$ cat config.mk
export PLATFORM = sky130hd
export DESIGN_NAME = fa_lru_cache
export DESIGN_NICKNAME = d
export VERILOG_FILES = /design/src/rtl/fa_cache_pkg.sv /design/src/rtl/fa_tag_match.sv /design/src/rtl/fa_line_store.sv /design/src/rtl/fa_lru_stamp.sv /design/src/rtl/fa_lru_cache.sv
export SDC_FILE = /design/constraint.sdc
export NUM_CORES = 1
export LEC_CHECK = 0
export CAP_MARGIN = 20
export CORE_MARGIN = 5
export CORE_UTILIZATION = 50
export CTS_CLUSTER_SIZE = 20
export DETAILED_ROUTE_END_ITERATION = 8
export GPL_TIMING_DRIVEN = 0
export PLACE_DENSITY = 0.78
export SETUP_SLACK_MARGIN = 0.1
export SYNTH_ARGS = -nofsm -noshare
export SYNTH_HDL_FRONTEND = slang
export SYNTH_SLANG_ARGS = --single-unit
$ cat constraint.sdc
create_clock -name clk -period 10.7 [get_ports clk]
set_input_delay 2.675 -clock clk [delete_from_list [all_inputs] [get_ports clk]]
set_output_delay 2.675 -clock clk [all_outputs]
set_load 0.03 [all_outputs]
$ cat src/rtl/fa_cache_pkg.sv
package fa_cache_pkg;
  typedef enum logic [0:0] {
    ST_IDLE = 1'b0,
    ST_FILL = 1'b1
  } fill_state_e;
endpackage

$ cat src/rtl/fa_tag_match.sv
module fa_tag_match #(
  parameter int N     = 4,
  parameter int TAG_W = 8,
  parameter int IDX_W = 2
) (
  input  logic [N-1:0]            valid,
  input  logic [N-1:0][TAG_W-1:0] tags,
  input  logic [TAG_W-1:0]        probe,
  output logic [N-1:0]            match_vec,
  output logic                    hit,
  output logic [IDX_W-1:0]        hit_idx
);
  // One comparator per slot, all evaluated in parallel
  for (genvar s = 0; s < N; s++) begin : g_cmp
    assign match_vec[s] = valid[s] && (tags[s] == probe);
  end

  assign hit = |match_vec;

  always_comb begin
    hit_idx = '0;
    for (int i = N - 1; i >= 0; i--) begin
      if (match_vec[i]) hit_idx = IDX_W'(i);
    end
  end
endmodule

$ cat src/rtl/fa_line_store.sv
module fa_line_store #(
  parameter int N      = 4,
  parameter int TAG_W  = 8,
  parameter int LINE_W = 8,
  parameter int IDX_W  = 2
) (
  input  logic                     clk,
  input  logic                     rst_n,
  input  logic                     fill_en,
  input  logic [IDX_W-1:0]         fill_idx,
  input  logic [TAG_W-1:0]         fill_tag,
  input  logic [LINE_W-1:0]        fill_line,
  output logic [N-1:0]             valid_q,
  output logic [N-1:0][TAG_W-1:0]  tag_q,
  output logic [N-1:0][LINE_W-1:0] line_q
);
  for (genvar s = 0; s < N; s++) begin : g_slot
    logic wr_en;
    assign wr_en = fill_en && (fill_idx == IDX_W'(s));

    always_ff @(posedge clk or negedge rst_n) begin
      if (!rst_n) begin
        valid_q[s] <= 1'b0;
      end else if (wr_en) begin
        valid_q[s] <= 1'b1;
      end
    end

    // Payload registers carry no reset; valid qualifies them
    always_ff @(posedge clk) begin
      if (wr_en) begin
        tag_q[s]  <= fill_tag;
        line_q[s] <= fill_line;
      end
    end
  end
endmodule

$ cat src/rtl/fa_lru_stamp.sv
module fa_lru_stamp #(
  parameter int N       = 4,
  parameter int STAMP_W = 4,
  parameter int IDX_W   = 2
) (
  input  logic             clk,
  input  logic             rst_n,
  input  logic [N-1:0]     valid,
  input  logic             touch_en,
  input  logic [IDX_W-1:0] touch_idx,
  output logic             need_rescale,
  output logic [IDX_W-1:0] victim_idx
);
  logic [N-1:0][STAMP_W-1:0] stamp_q, stamp_d;
  logic [STAMP_W-1:0]        gcnt_q, gcnt_d;
  logic [N-1:0][STAMP_W-1:0] rank;
  logic [STAMP_W-1:0]        nvalid;
  logic                      upd_en;
  logic                      inv_found;
  logic [IDX_W-1:0]          inv_idx;
  logic [IDX_W-1:0]          old_idx;
  logic [STAMP_W-1:0]        old_stamp;

  assign need_rescale = (gcnt_q == {STAMP_W{1'b1}});

  // Rank of each valid stamp among the valid stamps
  always_comb begin
    nvalid = '0;
    for (int i = 0; i < N; i++) begin
      rank[i] = '0;
      for (int j = 0; j < N; j++) begin
        if (valid[i] && valid[j] && (stamp_q[j] < stamp_q[i]))
          rank[i] = rank[i] + STAMP_W'(1);
      end
      if (valid[i]) nvalid = nvalid + STAMP_W'(1);
    end
  end

  // Victim choice: lowest empty slot, else oldest stamp (lowest index on tie)
  always_comb begin
    inv_found = 1'b0;
    inv_idx   = '0;
    for (int i = N - 1; i >= 0; i--) begin
      if (!valid[i]) begin
        inv_found = 1'b1;
        inv_idx   = IDX_W'(i);
      end
    end
    old_idx   = '0;
    old_stamp = stamp_q[0];
    for (int i = 1; i < N; i++) begin
      if (stamp_q[i] < old_stamp) begin
        old_stamp = stamp_q[i];
        old_idx   = IDX_W'(i);
      end
    end
    victim_idx = inv_found ? inv_idx : old_idx;
  end

  // Next-state
  always_comb begin
    stamp_d = stamp_q;
    gcnt_d  = gcnt_q;
    if (touch_en) begin
      stamp_d[touch_idx] = gcnt_q;
      gcnt_d             = gcnt_q + STAMP_W'(1);
    end else if (need_rescale) begin
      for (int i = 0; i < N; i++) begin
        stamp_d[i] = valid[i] ? rank[i] : '0;
      end
      gcnt_d = nvalid;
    end
  end

  assign upd_en = touch_en || need_rescale;

  always_ff @(posedge clk or negedge rst_n) begin
    if (!rst_n) begin
      stamp_q <= '0;
      gcnt_q  <= '0;
    end else if (upd_en) begin
      stamp_q <= stamp_d;
      gcnt_q  <= gcnt_d;
    end
  end
endmodule

$ cat src/rtl/fa_lru_cache.sv
module fa_lru_cache #(
  parameter int NUM_SLOTS  = 4,
  parameter int LINE_WORDS = 1,
  parameter int ADDR_W     = 8,
  parameter int DATA_W     = 8,
  parameter int STAMP_W    = 4
) (
  input  logic                                         clk,
  input  logic                                         rst_n,
  input  logic                                         req_valid,
  input  logic [ADDR_W-1:0]                            req_addr,
  output logic                                         req_ready,
  output logic                                         rsp_valid,
  output logic                                         rsp_hit,
  output logic [DATA_W-1:0]                            rsp_data,
  output logic                                         mem_req,
  output logic [ADDR_W-$clog2(LINE_WORDS)-1:0]         mem_line_addr,
  input  logic                                         mem_ack,
  input  logic [LINE_WORDS*DATA_W-1:0]                 mem_line
);
  import fa_cache_pkg::*;

  localparam int OFF_BITS = $clog2(LINE_WORDS);
  localparam int OFF_W    = (OFF_BITS > 0) ? OFF_BITS : 1;
  localparam int TAG_W    = ADDR_W - OFF_BITS;
  localparam int LINE_W   = LINE_WORDS * DATA_W;
  localparam int IDX_W    = $clog2(NUM_SLOTS);

  fill_state_e state_q, state_d;

  logic [TAG_W-1:0]  req_tag;
  logic [OFF_W-1:0]  req_off;
  logic              accept;
  logic              lookup_hit;
  logic [IDX_W-1:0]  hit_idx;
  logic [NUM_SLOTS-1:0] match_vec;
  logic              fill_done;
  logic              touch_en;
  logic [IDX_W-1:0]  touch_idx;
  logic              need_rescale;
  logic [IDX_W-1:0]  victim_idx;

  logic [NUM_SLOTS-1:0]             valid_q;
  logic [NUM_SLOTS-1:0][TAG_W-1:0]  tag_q;
  logic [NUM_SLOTS-1:0][LINE_W-1:0] line_q;

  logic [TAG_W-1:0]  miss_tag_q;
  logic [OFF_W-1:0]  miss_off_q;
  logic [IDX_W-1:0]  victim_q;
  logic              miss_cap_en;

  logic              rsp_valid_q, rsp_valid_d;
  logic              rsp_hit_q, rsp_hit_d;
  logic [DATA_W-1:0] rsp_data_q, rsp_data_d;
  logic [LINE_W-1:0] hit_line;
  logic [DATA_W-1:0] hit_word;
  logic [DATA_W-1:0] fill_word;

  // Address split
  assign req_tag = req_addr[ADDR_W-1:OFF_BITS];
  if (LINE_WORDS > 1) begin : g_off
    assign req_off = req_addr[OFF_BITS-1:0];
  end else begin : g_no_off
    assign req_off = '0;
  end

  assign req_ready = (state_q == ST_IDLE) && !need_rescale;
  assign accept    = req_valid && req_ready;
  assign fill_done = (state_q == ST_FILL) && mem_ack;

  fa_tag_match #(
    .N(NUM_SLOTS), .TAG_W(TAG_W), .IDX_W(IDX_W)
  ) u_match (
    .valid(valid_q), .tags(tag_q), .probe(req_tag),
    .match_vec(match_vec), .hit(lookup_hit), .hit_idx(hit_idx)
  );

  fa_line_store #(
    .N(NUM_SLOTS), .TAG_W(TAG_W), .LINE_W(LINE_W), .IDX_W(IDX_W)
  ) u_store (
    .clk(clk), .rst_n(rst_n),
    .fill_en(fill_done), .fill_idx(victim_q),
    .fill_tag(miss_tag_q), .fill_line(mem_line),
    .valid_q(valid_q), .tag_q(tag_q), .line_q(line_q)
  );

  assign touch_en  = (accept && lookup_hit) || fill_done;
  assign touch_idx = fill_done ? victim_q : hit_idx;

  fa_lru_stamp #(
    .N(NUM_SLOTS), .STAMP_W(STAMP_W), .IDX_W(IDX_W)
  ) u_lru (
    .clk(clk), .rst_n(rst_n), .valid(valid_q),
    .touch_en(touch_en), .touch_idx(touch_idx),
    .need_rescale(need_rescale), .victim_idx(victim_idx)
  );

  // Word selection for both response sources
  assign hit_line  = line_q[hit_idx];
  assign hit_word  = hit_line[int'(req_off)*DATA_W +: DATA_W];
  assign fill_word = mem_line[int'(miss_off_q)*DATA_W +: DATA_W];

  // Next-state
  always_comb begin
    state_d     = state_q;
    rsp_valid_d = 1'b0;
    rsp_hit_d   = rsp_hit_q;
    rsp_data_d  = rsp_data_q;
    miss_cap_en = 1'b0;
    case (state_q)
      ST_IDLE: begin
        if (accept) begin
          if (lookup_hit) begin
            rsp_valid_d = 1'b1;
            rsp_hit_d   = 1'b1;
            rsp_data_d  = hit_word;
          end else begin
            miss_cap_en = 1'b1;
            state_d     = ST_FILL;
          end
        end
      end
      ST_FILL: begin
        if (mem_ack) begin
          rsp_valid_d = 1'b1;
          rsp_hit_d   = 1'b0;
          rsp_data_d  = fill_word;
          state_d     = ST_IDLE;
        end
      end
      default: state_d = ST_IDLE;
    endcase
  end

  // Registers
  always_ff @(posedge clk or negedge rst_n) begin
    if (!rst_n) begin
      state_q     <= ST_IDLE;
      rsp_valid_q <= 1'b0;
      rsp_hit_q   <= 1'b0;
      rsp_data_q  <= '0;
    end else begin
      state_q     <= state_d;
      rsp_valid_q <= rsp_valid_d;
      rsp_hit_q   <= rsp_hit_d;
      rsp_data_q  <= rsp_data_d;
    end
  end

  always_ff @(posedge clk) begin
    if (miss_cap_en) begin
      miss_tag_q <= req_tag;
      miss_off_q <= req_off;
      victim_q   <= victim_idx;
    end
  end

  assign rsp_valid     = rsp_valid_q;
  assign rsp_hit       = rsp_hit_q;
  assign rsp_data      = rsp_data_q;
  assign mem_req       = (state_q == ST_FILL);
  assign mem_line_addr = miss_tag_q;
endmodule

==> flow_summary.ini <==
[grt]
grt_pass1_wl_mm = 23.00
initial_antenna_violation_count = 0
total_overflow_reported_by_the_global_router = 0
grt_max_degree = 36
track_usage_pct = 20.43
grt_pass1_vias = 4472

[drt]
via_per_inst = 5.976
wl_per_cell_um = 19.23
drt-initial-drc-count = 380
route.final.wire_length_mm = 13.85
final_antenna_net_count = 0
dr_total_vias = 4303
drc_errors = 0
firstDrtPassIters = 5

[worst_setup_path]
worst-path-buf-inv = 3
path_delay_family = simple AND/OR/NAND/NOR gates
end_kind = flop
slowest_stage = nor2_1
crit_fanout = 10
crit-reg2reg-launch = u_lru.stamp_q[2]$_DFFE_PN0P_
crit_path_max_incr_delay_ns = 0.79
r2r-end = victim_q[0]$_DFFE_PP_
arrival_ns = 5.02
worst-setup-path-type = in2reg
worst-endpoint-required_ns = 10.67
worst-r2r-cell-count = 18
reg2reg_slack_ns = 5.91
kind_of_start_point_of_the_critical_path = input pin
crit_path_cell_trace = clkdlybuf4s50_1 > buf_6 > xnor2_1 > nand4_1 > nor3_1 > buf_2 > or3_4 > nor2_1

[floorplan]
fp.dieW_um = 119.8
initial_core_util_pct = 50.63
fp.dieH_um = 119.8
io_pins = 40
die-area_um2 = 14360
num_rows = 40
floorplan.core_area_um2 = 11910

[finish]
area_growth_pct = 15.52
antenna-diode-count = 0
final_layout_size_suffix_gt1_share_pct = 11.52
final_core_util_pct = 58.49
finalNetCount = 632
layout.filler_cells = 975

[status]
outcome = finished clean

[synth]
register_bit_total_from_synthesis = 109
synth_top_area_share_pct = 36.85
post_synth.cell_area_avg_um2 = 11.71
synthFlopType = edfxtp_1
yosys.cell_types.count = 64
syn_nets = 579
synth_enable_flop_cells = 74
share_of_synthesized_registers_carrying_an_async_set_or_reset_pct = 32.11
ys_seq_area_share_pct = 51.37
yosys_warning_count = 0
synth_top_cells_by_area = edfxtp_1 (37%), dfrtp_1 (15%), ha_1 (9.1%), xnor2_1 (4.6%), nand2_1 (2.1%)
netlist_area_um2 = 6031
synthDominantAreaCellType = edfxtp_1
syn_inst = 515

[hold_path]
hold_endpoint = rsp_hit$_DFFE_PN0P_
holdCritStartpoint = rsp_hit$_DFFE_PN0P_
holdCritPathClass = reg2reg
min_delay_path_depth = 2

[job]
maxCapViolations = 0

[cts]
tritoncts = done
cts_htree_levels = 3
cts-buffers-inserted = 9
clock_path_buffers = 2
ctsResizeCount = 0
worst_skew_pair.late_latency_ns = 0.35
clock-root-buffer = clkbuf_16
cts_post_setup_buffers_inserted = 0
numClockSinks = 109
number_of_buffers_inserted_by_hold_repair_at_cts = 0
clk_transition_reported_paths_ns = 0.07

[timing]
tightest_slew_ns = 1.028
timing_max_transition_violations_final = 0
rsz0062_at_grt = false
max_freq_mhz = 198.0
final_period_minus_worst_setup_slack_ns = 5.052
hold_violation_count_in_the_final_report = 0
fin_hold_ws_ns = 0.5292
final.setup_skew_ns = 0.008798
timing.final.crit_share_pct = 47.21
postLayoutSetupSlackWorst_ns = 5.648
maxSlewHeadroom_pct = 31.23
finalSetupViolations = 0
setup_total_negative_slack_ns = 0

[placed_design]
routability_driven_placement_congestion_ratio = 0.9157
detailedPlace.worstSlack_ns = 5.207
detailedPlacementHpwl_mm = 9.886
portBuffers = 39

[power_and_ir_drop]
ir_drop_mv = 0.1541
fin_total_pwr_mw = 2.052
cellPowerDensity_nw_per_um2 = 294.6
static-leakage-power_nw = 2.635
[layer usage]
metal	wire length (µm)	up-vias	GRT usage [%]
li1	-	2026	-
met1	5996	2108	26.59
met2	6883	135	34.99
met3	607	34	2.356
met4	359	0	8.017
met5	0	-	0
[synth_stat cells (2+ instances only)]
library cell	count
a21o_1	2
nand2b_1	5
nor2_1	25
o2111ai_1	2
and3_1	6
xnor2_1	32
mux2_2	2
o21a_1	7
mux2i_1	4
edfxtp_1	74
or3_4	2
buf_4	2
a221oi_2	6
nor3b_1	12
nand3_1	17
and2_1	2
nor4_1	9
xor2_1	5
a221oi_1	3
or3_1	5
a22oi_1	2
a31oi_1	4
buf_6	10
nand4_1	17
o311ai_0	3
o31ai_1	5
a21oi_1	12
or2_2	6
a211oi_1	3
nand2_1	33
buf_2	7
dfrtp_1	35
o22ai_1	2
nor3_1	9
nor2b_1	5
nand4b_1	5
o21ai_1	5
inv_1	31
o21ai_0	16
or2_1	2
a221o_1	2
clkbuf_1	8
ha_1	44
a41oi_1	6
xnor2_2	2
[worst max path at each step]
| stage | start | endpoint | slack (ns) | cells after the start |
|---|---|---|---|---|
| finish | req_addr[2] | mem_line_addr[1]$_DFFE_PP_ | 5.65 | 8 |
| global route | req_addr[2] | rsp_data[5]$_DFFE_PN0P_ | 5.44 | 11 |
| CTS | req_addr[2] | mem_line_addr[7]$_DFFE_PP_ | 5.58 | 8 |
| detailed placement | req_addr[2] | mem_line_addr[4]$_DFFE_PP_ | 5.21 | 8 |
| global placement | mem_ack | u_lru.stamp_q[6]$_DFFE_PN0P_ | 3.95 | 5 |
| floorplan | mem_ack | u_lru.stamp_q[6]$_DFFE_PN0P_ | 5.69 | 4 |
[stage by stage]
| stage | instances | area (µm²) |
|---|---|---|
| floorplan | 515 | 6031 |
| global placement | 701 | 6605 |
| detailed placement | 704 | 6651 |
| CTS | 720 | 6967 |
| global route | 720 | 6967 |
| finish | 720 | 6967 |
[layout by cell type (no fill, tap or decap), types with 6 or more instances in the layout]
cell type / Yosys / layout
or2_2: 6 / 6
buf_6: 10 / 11
buf_2: 7 / 8
a221oi_2: 6 / 6
and3_1: 6 / 6
a21oi_1: 12 / 12
clkdlybuf4s50_1: 0 / 38
nor3_1: 9 / 8
nand3_1: 17 / 17
o21ai_0: 16 / 16
edfxtp_1: 74 / 74
clkbuf_1: 8 / 9
inv_1: 31 / 31
nor4_1: 9 / 9
nand2_1: 33 / 33
a41oi_1: 6 / 6
nor3b_1: 12 / 11
dfrtp_1: 35 / 35
nand4_1: 17 / 17
o21a_1: 7 / 7
nor2_1: 25 / 25
xnor2_1: 32 / 32
clkbuf_16: 0 / 9
ha_1: 44 / 44
[cell type report]
| cell class | count | area [µm²] | area share [%] |
|---|---|---|---|
| clock buffers | 10 | 229.0 | 3.287 |
| flip-flops and latches | 109 | 3098 | 44.47 |
| well taps | 147 | 183.9 | 2.640 |
| multi-input cells | 346 | 2626 | 37.70 |
| inverters | 32 | 120.1 | 1.724 |
| repair buffers | 42 | 426.7 | 6.124 |
| clock inverters | 6 | 86.33 | 1.239 |
| plain buffers | 28 | 196.4 | 2.820 |
[power breakdown]
group	total, mW	switching (mW)	internal, mW
Clock	0.353	0.148	0.205
Combinational	1.05	0.601	0.448
Sequential	0.651	0.0936	0.557
[cells by family after synthesis]
logic type | count (synthesis) | synth area share, %
adder cells (fa/ha/maj) | 44 | 9.129
multiplexers | 7 | 1.224
flip-flops | 109 | 51.37
XOR/XNOR | 39 | 5.913
AND/OR/NAND/NOR | 165 | 15.23
buffers and inverters | 60 | 5.249
AO/OA/AOI/OAI | 91 | 11.89
[state kept, by name (all words and copies together) (netlist names)]
name,cells
mem_line_addr,8
mem_req,1
rsp_data,8
rsp_hit,1
rsp_valid,1
u_lru.gcnt_q,4
u_lru.stamp_q,16
u_store.line_q,32
u_store.tag_q,32
u_store.valid_q,4
victim_q,2
[worst min-delay path: stages, from the launching register on]
cell	delay [ns]
dfrtp_1	0.38
nand2_1	0.06
o21ai_0	0.06
Note: power is estimated with default switching activity, not from simulation.
